File: src/rtl/eepw_pkg.sv
package eepw_pkg;
  typedef enum logic [2:0] {
    ST_IDLE,
    ST_SRC,
    ST_CAP,
    ST_WR,
    ST_POLL,
    ST_DLY,
    ST_NEXT
  } state_e;
endpackage

File: src/rtl/eepw_delay.sv
module eepw_delay #(
  parameter int DELAY = 2000
) (
  input  logic clk_i,
  input  logic rst_ni,
  input  logic load_i,
  input  logic run_i,
  output logic expired_o
);
  localparam int CW = (DELAY > 1) ? $clog2(DELAY) : 1;
  localparam logic [CW-1:0] RELOAD = CW'(DELAY - 1);

  logic [CW-1:0] cnt_q;

  always_ff @(posedge clk_i or negedge rst_ni) begin
    if (!rst_ni)     cnt_q <= '0;
    else if (load_i) cnt_q <= RELOAD;
    else if (run_i && cnt_q != '0) cnt_q <= cnt_q - 1'b1;
  end

  assign expired_o = (cnt_q == '0);

  // delay is counted out before the next poll
  assert_run_not_expired_R5: assert property (@(posedge clk_i) disable iff (!rst_ni)
    run_i |-> !expired_o);
endmodule

File: src/rtl/eepw_poll_ctr.sv
module eepw_poll_ctr #(
  parameter int POLL_W = 8
) (
  input  logic              clk_i,
  input  logic              rst_ni,
  input  logic              clr_i,
  input  logic              inc_i,
  output logic [POLL_W-1:0] cnt_o,
  output logic              last_o
);
  logic [POLL_W-1:0] cnt_q;

  always_ff @(posedge clk_i or negedge rst_ni) begin
    if (!rst_ni)     cnt_q <= '0;
    else if (clr_i)  cnt_q <= '0;
    else if (inc_i)  cnt_q <= cnt_q + 1'b1;
  end

  assign cnt_o  = cnt_q;
  assign last_o = &cnt_q;

  // controller must give up instead of wrapping
  assert_no_wrap_R4: assert property (@(posedge clk_i) disable iff (!rst_ni)
    inc_i |-> !last_o);
endmodule

File: src/rtl/eepw_addr_gen.sv
module eepw_addr_gen #(
  parameter int SRC_AW = 16,
  parameter int EE_AW  = 13,
  parameter int IDX_W  = 8
) (
  input  logic              clk_i,
  input  logic              rst_ni,
  input  logic              load_i,
  input  logic              step_i,
  input  logic [SRC_AW-1:0] src_base_i,
  input  logic [EE_AW-1:0]  ee_base_i,
  input  logic [IDX_W-1:0]  count_i,
  output logic [SRC_AW-1:0] src_addr_o,
  output logic [EE_AW-1:0]  ee_addr_o,
  output logic              last_o
);
  logic [SRC_AW-1:0] src_base_q;
  logic [EE_AW-1:0]  ee_base_q;
  logic [IDX_W-1:0]  idx_q, last_idx_q;

  always_ff @(posedge clk_i or negedge rst_ni) begin
    if (!rst_ni) begin
      src_base_q <= '0;
      ee_base_q  <= '0;
      idx_q      <= '0;
      last_idx_q <= '0;
    end else if (load_i) begin
      src_base_q <= src_base_i;
      ee_base_q  <= ee_base_i;
      idx_q      <= '0;
      last_idx_q <= count_i - IDX_W'(1);  // 0 wraps to full range
    end else if (step_i) begin
      idx_q <= idx_q + 1'b1;
    end
  end

  assign src_addr_o = src_base_q + SRC_AW'(idx_q);
  assign ee_addr_o  = ee_base_q + EE_AW'(idx_q);
  assign last_o     = (idx_q == last_idx_q);

  assert_step_in_range_R6: assert property (@(posedge clk_i) disable iff (!rst_ni)
    step_i |-> !last_o);
endmodule

File: src/rtl/eeprom_poll_writer.sv
module eeprom_poll_writer
  import eepw_pkg::*;
#(
  parameter int SRC_AW     = 16,
  parameter int EE_AW      = 13,
  parameter int DATA_W     = 8,
  parameter int IDX_W      = 8,
  parameter int POLL_W     = 8,
  parameter int POLL_DELAY = 2000
) (
  input  logic              clk_i,
  input  logic              rst_ni,
  input  logic              start_i,
  input  logic [IDX_W-1:0]  count_i,
  input  logic [SRC_AW-1:0] src_base_i,
  input  logic [EE_AW-1:0]  ee_base_i,
  output logic              src_rd_o,
  output logic [SRC_AW-1:0] src_addr_o,
  input  logic [DATA_W-1:0] src_data_i,
  output logic              ee_we_o,
  output logic              ee_oe_o,
  output logic [EE_AW-1:0]  ee_addr_o,
  output logic [DATA_W-1:0] ee_wdata_o,
  input  logic [DATA_W-1:0] ee_rdata_i,
  output logic              busy_o,
  output logic              done_o,
  output logic              error_o
);
  state_e state_q, state_d;
  logic [DATA_W-1:0] data_q;
  logic done_q, error_q;
  logic done_set, err_set, err_clr;
  logic ag_load, ag_step, ag_last;
  logic pc_clr, pc_inc, pc_last;
  logic dl_load, dl_run, dl_expired;
  logic match_w;
  logic [POLL_W-1:0] poll_cnt;

  eepw_addr_gen #(.SRC_AW(SRC_AW), .EE_AW(EE_AW), .IDX_W(IDX_W)) u_addr (
    .clk_i, .rst_ni,
    .load_i(ag_load), .step_i(ag_step),
    .src_base_i, .ee_base_i, .count_i,
    .src_addr_o, .ee_addr_o, .last_o(ag_last)
  );

  eepw_poll_ctr #(.POLL_W(POLL_W)) u_poll (
    .clk_i, .rst_ni,
    .clr_i(pc_clr), .inc_i(pc_inc),
    .cnt_o(poll_cnt), .last_o(pc_last)
  );

  eepw_delay #(.DELAY(POLL_DELAY)) u_delay (
    .clk_i, .rst_ni,
    .load_i(dl_load), .run_i(dl_run), .expired_o(dl_expired)
  );

  assign match_w = (ee_rdata_i == data_q);

  always_comb begin
    state_d  = state_q;
    src_rd_o = 1'b0;
    ee_we_o  = 1'b0;
    ee_oe_o  = 1'b0;
    ag_load  = 1'b0;
    ag_step  = 1'b0;
    pc_clr   = 1'b0;
    pc_inc   = 1'b0;
    dl_load  = 1'b0;
    dl_run   = 1'b0;
    done_set = 1'b0;
    err_set  = 1'b0;
    err_clr  = 1'b0;
    unique case (state_q)
      ST_IDLE: if (start_i) begin
        ag_load = 1'b1;
        err_clr = 1'b1;
        state_d = ST_SRC;
      end
      ST_SRC: begin
        src_rd_o = 1'b1;
        state_d  = ST_CAP;
      end
      ST_CAP: state_d = ST_WR;
      ST_WR: begin
        ee_we_o = 1'b1;
        pc_clr  = 1'b1;
        state_d = ST_POLL;
      end
      ST_POLL: begin
        ee_oe_o = 1'b1;
        if (match_w) begin
          state_d = ST_NEXT;
        end else if (pc_last) begin
          err_set  = 1'b1;
          done_set = 1'b1;
          state_d  = ST_IDLE;
        end else begin
          pc_inc  = 1'b1;
          dl_load = 1'b1;
          state_d = ST_DLY;
        end
      end
      ST_DLY: begin
        if (dl_expired) state_d = ST_POLL;
        else            dl_run  = 1'b1;
      end
      ST_NEXT: begin
        if (ag_last) begin
          done_set = 1'b1;
          state_d  = ST_IDLE;
        end else begin
          ag_step = 1'b1;
          state_d = ST_SRC;
        end
      end
      default: state_d = ST_IDLE;
    endcase
  end

  always_ff @(posedge clk_i or negedge rst_ni) begin
    if (!rst_ni) begin
      state_q <= ST_IDLE;
      data_q  <= '0;
      done_q  <= 1'b0;
      error_q <= 1'b0;
    end else begin
      state_q <= state_d;
      done_q  <= done_set;
      if (state_q == ST_CAP) data_q <= src_data_i;
      if (err_clr)      error_q <= 1'b0;
      else if (err_set) error_q <= 1'b1;
    end
  end

  assign ee_wdata_o = data_q;
  assign busy_o     = (state_q != ST_IDLE);
  assign done_o     = done_q;
  assign error_o    = error_q;

  assert_we_oe_excl_R3: assert property (@(posedge clk_i) disable iff (!rst_ni)
    !(ee_we_o && ee_oe_o));

  assert_write_then_poll_R2: assert property (@(posedge clk_i) disable iff (!rst_ni)
    ee_we_o |=> ee_oe_o && $stable(ee_addr_o));

  assert_poll_gap_R5: assert property (@(posedge clk_i) disable iff (!rst_ni)
    (ee_oe_o && !match_w && !pc_last) |=> (!ee_oe_o && !ee_we_o));

  assert_done_pulse_R7: assert property (@(posedge clk_i) disable iff (!rst_ni)
    done_o |=> !done_o);

  assert_error_with_done_R8: assert property (@(posedge clk_i) disable iff (!rst_ni)
    $rose(error_o) |-> done_o);

  assert_quiet_when_idle_R4: assert property (@(posedge clk_i) disable iff (!rst_ni)
    !busy_o |-> !(ee_we_o || ee_oe_o || src_rd_o));

  assert_start_ignored_R9: assert property (@(posedge clk_i) disable iff (!rst_ni)
    (busy_o && start_i) |=> (busy_o || done_o));
endmodule

File: config.mk
export PLATFORM = sky130hd
export DESIGN_NAME = eeprom_poll_writer
export DESIGN_NICKNAME = d
export VERILOG_FILES = /design/src/rtl/eepw_pkg.sv /design/src/rtl/eepw_delay.sv /design/src/rtl/eepw_poll_ctr.sv /design/src/rtl/eepw_addr_gen.sv /design/src/rtl/eeprom_poll_writer.sv
export SDC_FILE = /design/constraint.sdc
export NUM_CORES = 1
export LEC_CHECK = 0
export BUFFER_PORTS_ARGS = -buffer_cell sky130_fd_sc_hd__buf_2
export CAP_MARGIN = 20
export CELL_PAD_IN_SITES_DETAIL_PLACEMENT = 1
export CELL_PAD_IN_SITES_GLOBAL_PLACEMENT = 2
export CORE_MARGIN = 1.5
export CORE_UTILIZATION = 25
export CTS_BUF_LIST = sky130_fd_sc_hd__clkbuf_2 sky130_fd_sc_hd__clkbuf_4 sky130_fd_sc_hd__clkbuf_8
export DETAILED_ROUTE_END_ITERATION = 12
export GPL_TIMING_DRIVEN = 0
export HOLD_SLACK_MARGIN = 0.12
export PLACE_DENSITY = 0.66
export SYNTH_ARGS = -nofsm -noshare
export SYNTH_HDL_FRONTEND = slang
export SYNTH_SLANG_ARGS = --single-unit
File: constraint.sdc
create_clock -name clk_i -period 1.92 [get_ports clk_i]
set_input_delay 0.096 -clock clk_i [delete_from_list [all_inputs] [get_ports clk_i]]
set_output_delay 0.096 -clock clk_i [all_outputs]
set_load 0.1 [all_outputs]
# == Word-level counts from Yosys, hierarchy flattened ==
# Index checks and enable logic that the tools add are counted.
# totals
register_bits,77
latch_bits,0
ramBits,0
mem_bits_ro,0
input_bits,56
elab_cells,68
mem_count,0
# classes
addsub,6
multipliers,0
div_mod_pow,0
n_lt_le_gt_ge,0
eq_ne,10
shift,0
muxes,31
n_bitwise,0
n_reduce_logical,11
# ops
op,n
two-way mux 8 bit,4
two-way mux 11 bit,2
one-hot mux 3 bit (7 select lines),1
two-way mux 1 bit,19
adder 16 x 8 -> 16 bit,1
adder 8 x 1 -> 8 bit (second input constant),2
== test 8 bit,2
adder 13 x 8 -> 13 bit,1
two-way mux 3 bit,4
logical NOT 11 bit,1
nonzero test 11 bit,1
subtractor 11 x 1 -> 11 bit (second input constant),1
== test 3 bit (second input constant),3
AND reduction 8 bit,1
nonzero test 2 bit,4
subtractor 8 x 1 -> 8 bit (second input constant),1
== test 3 x 2 -> 1 bit (second input constant),2
inequality test 2 bit (second input constant),2
== test 3 x 1 -> 1 bit (second input constant),1
logical NOT 3 bit,1
nonzero test 3 bit,1
one-hot mux 1 bit (2 select lines),1
AND reduction 2 bit,1
logical AND 1 bit,1

# == Logic depth before layout (Yosys ltp) ==
# depth
ltp_word,6
depth_mapped,8
mapped_depth_nobuf,8

# == Hierarchy ==
# A second synthesis with hierarchy kept.
# hier_totals
cells_unflattened,429
area_unflattened_um2,4563.1
# by_module_without_submodules
mod,instances,cells_per_inst,area_each_um2
eepw_addr_gen,1,267,2785.2
eeprom_poll_writer,1,65,753.2
eepw_delay,1,58,628.1
eepw_poll_ctr,1,39,396.6

# == Worst setup path after synthesis ==
# No wires, ideal clock.
# synth_path
kind,register to output
start,register u_addr.idx_q[0]
end,output ee_addr_o[12]
arrival_ps,3263
t_required_ps,1824
slack_ps,-1439
stages_incl_launch_ff,8
path_buffers,0
path_cell_list,dfrtp_1 ha_1 fa_1 a211oi_1 o21ai_0 a21oi_1 nor3b_1 xor2_1
# synth_between
elab_chain_cells,1
# synth_lines
element,line,rtl
start: declaration,eepw_addr_gen.sv:19,"logic [IDX_W-1:0] idx_q, last_idx_q;"
start signal: assignment,eepw_addr_gen.sv:33,idx_q <= idx_q + 1'b1;
adder 13 x 8 -> 13 bit,eepw_addr_gen.sv:38,assign ee_addr_o = ee_base_q + EE_AW'(idx_q);
end: declaration,eeprom_poll_writer.sv:22,"output logic [EE_AW-1:0] ee_addr_o,"
# Every way passes these cells.

# == Worst setup path after layout ==
# layout_path
start,register u_addr.idx_q[0]
end,output src_addr_o[10]
# layout_between
elab_chain_cells,1
# layout_lines
element,line,rtl
adder 16 x 8 -> 16 bit,eepw_addr_gen.sv:37,assign src_addr_o = src_base_q + SRC_AW'(idx_q);
end: declaration,eeprom_poll_writer.sv:18,"output logic [SRC_AW-1:0] src_addr_o,"
# Every way passes these cells.

==> results_dict.tcl <==
set metrics [dict create \
    synth_area_leader_cell "dfrtp_1" \
    initial_core_util_pct 25.5 \
    finalCriticalPeriod_ns 2.60 \
    grt_pass1_wl_um 25300 \
    die_w_um 138 \
    globalRouteMet3Util_pct 2.08 \
    synth_top_area_share_pct 42.3 \
    io_pins 99 \
    grt_start_max_net_pins 42 \
    finalCritPeriodShare_pct 135 \
    cts-htree-levels 3 \
    grt_pass1_vias 4776 \
    maxCapViolCount 0 \
    p_leak_nw 3.61 \
    worstPathMaxFanout 4 \
    numPortBuffers 98 \
    status "complete, but fails checks" \
    path_class "reg -> out" \
    firstDrtPassIters 4 \
    worstPathRequired_ns 1.82 \
    cts_sinks 77 \
    ys_async_sr_fraction_pct 100 \
    finalWorstSetupSlack_ns -0.678 \
    dp_hpwl_um 10200 \
    ant_nets 0 \
    antenna_found_initial 1 \
    placed_cells 840 \
    arrival_ns 2.50 \
    synthCells 512 \
    worst_pin_slew_ns 0.533 \
    fmax_mhz 385 \
    use_met1_pct 21.3 \
    ys_types 55 \
    syn-num-nets 591 \
    final_common_cell "nand2_1" \
    finalSetupViolations 25 \
    slowest_delay_ns 0.45 \
    ys_warn_count 0 \
    coreArea_mm2 0.0179 \
    detailroute.via_count 4458 \
    syn_avg_cell_area_um2 8.91 \
    rsz0062_at_grt "true" \
    placementRows 49 \
    grtUsageMet2_pct 27.6 \
    final_cell_mix "nand2_1 (127), buf_2 (76), dfrtp_1 (60), dlygate4sd3_1 (48), buf_4 (38)" \
    layout-area-overhead-vs-synth_pct 79.2 \
    grt_overflow 0 \
    synth_edf_count 0 \
    wirelength_um 15400 \
    finalHoldViolations 0 \
    clock_path_buffers 2 \
    die_h_um 138 \
    root_buffer "clkbuf_8" \
    synth-main-ff-cell "dfrtp_1" \
    drive_above_1_share_pct 45.0 \
    slew_headroom_pct 64.4 \
    clk_latency_ns 0.38 \
    clk_pin_slew_ns 0.09 \
    cts_tree "built" \
    die_area_mm2 0.0191 \
    cpMostUsedCell "buf_12" \
    final_cells 957 \
    crit_path_end_kind "output port" \
    synthTopCellsByArea "dfrtp_1 (42%), nand2_1 (11%), xnor2_1 (6.5%)" \
    cp_slowest_cell "dfrtp_2" \
    power_density_mw_per_mm2 519 \
    cp-start-kind "flip-flop" \
    ys_ff_latch 77 \
    hp-class "in -> async" \
    place_ws_ns -1.04 \
    cts_buffers 9 \
    yosysSeqAreaShare_pct 42.3 \
    violations "setup timing" \
    finalNetCount 801 \
    slew_violations 0 \
    track_usage_pct 16.5 \
    wire_per_inst_um 16.0 \
    syn_area_mm2 0.00456 \
    gp_congestion 0.745 \
    drt-initial-drc-count 89 \
    worstPathCellList "ha_4 -> inv_2 -> fa_2 -> nor2b_4 -> o31a_1 -> o32ai_4 -> buf_12 -> nor2_4 -> xor2_4 -> buf_12" \
    busiest_layer "met2" \
    vias_per_cell 4.66 \
    drc 0 \
    skew_ns 0.0139 \
    ir_worst_vdd_v 0.000268 \
]
state kept, by name (all words and copies together), names as in the netlist:
signal	count
u_addr.idx_q	8
state_q	3
u_delay.cnt_q	11
error_o	1
u_poll.cnt_o	8
ee_wdata_o	8
done_o	1
u_addr.last_idx_q	8
u_addr.src_base_q	16
u_addr.ee_base_q	13
worst paths after layout:
check                                                 start  depth (start not counted)                               end  slack (ns)
min                                                  rst_ni                          2         ee_wdata_o[7]$_DFFE_PN0P_        0.23
max in group asynchronous                            rst_ni                          3       u_addr.idx_q[4]$_DFFE_PN0P_        1.05
min in group clk_i                            ee_rdata_i[5]                          6       u_poll.cnt_o[5]$_DFFE_PN0P_        0.41
min reg2reg                u_addr.src_base_q[5]$_DFFE_PN0P_                          2  u_addr.src_base_q[5]$_DFFE_PN0P_        0.50
max                             u_addr.idx_q[0]$_DFFE_PN0P_                         10                    src_addr_o[10]       -0.68
max reg2reg                     u_addr.idx_q[6]$_DFFE_PN0P_                          9       u_addr.idx_q[5]$_DFFE_PN0P_           0
worst max-delay path: cells and delay by family (launching register included):
kind / cells / cell delay [ns]
AND/OR/NAND/NOR: 2 / 0.30
adder cells (fa/ha/maj): 2 / 0.52
XOR/XNOR: 1 / 0.18
AO/OA/AOI/OAI: 2 / 0.30
flip-flops: 1 / 0.45
buffers and inverters: 3 / 0.37
where the power goes:
part | switching, W | internal, W | total (W)
registers | 0.000122 | 0.00175 | 0.00187
clock network | 0.000663 | 0.000919 | 0.00158
logic | 0.000381 | 0.000406 | 0.000787
stage by stage:
step	utilization (%)	instance area (um2)	power [W]	TNS (ns)	hold slack (ns)
3_3_place_gp	33.3	5970	0.00247	-17.69	0.287
4_1_cts	42.5	7600	0.00421	-12.59	0.224
2_1_floorplan	-	5190	0.00228	-7.98	-0.200
6_report	45.6	8170	0.00424	-12.52	0.230
5_1_grt	45.6	8170	0.00448	-14.90	0.286
3_5_place_dp	33.5	6000	0.00251	-18.67	0.115
synthesized netlist by cell type, types with 6 or more instances:
master,count
ha_1,21
nor2b_1,6
nor3_1,16
xnor2_1,34
mux2i_1,8
xor2_1,16
nand3_1,11
nor2_1,26
a21oi_1,13
clkbuf_1,7
mux2_2,8
dfrtp_1,77
inv_1,19
nand2_1,135
o21ai_0,23
routing by layer:
metal  part of all wire (%)  vias up
met4                    2.5        0
met2                     50       77
met5                      0        -
met3                    2.6       23
li1                       -     2161
met1                     44     2197
what timing repair did:
| item | CTS | global route |
|---|---|---|
| gates resized for setup | 163 | 76 |
| hold endpoints to repair | 91 | 0 |
| buffers inserted | 26 | 29 |
| hold buffers | 48 | 0 |
| setup endpoints to repair | 87 | 78 |
| pin swaps | 30 | 41 |
cell families (layout without fill, tap and decap cells):
logic type,count (synthesis),count (layout),share of synthesized area (%)
buf+inv,35,250,3.05
other cells,0,1,0
flops,77,77,42.3
mux,16,16,3.73
fa+ha+maj,23,23,6.64
xor+xnor,50,50,9.60
compound gates,75,75,11.1
simple gates,236,236,23.7
area by class of cell:
| cell class | instances | area, um2 |
|---|---|---|
| Buffer | 16 | 104 |
| Multi-Input combinational cell | 400 | 3620 |
| Clock buffer | 11 | 145 |
| Timing Repair Buffer | 199 | 1860 |
| Tap cell | 229 | 287 |
| Inverter | 19 | 75.1 |
| Sequential cell | 77 | 1960 |
| Antenna cell | 1 | 2.50 |
| Fill cell | 1990 | 9730 |
| Clock inverter | 5 | 106 |
(Power assumes the default switching activity.)
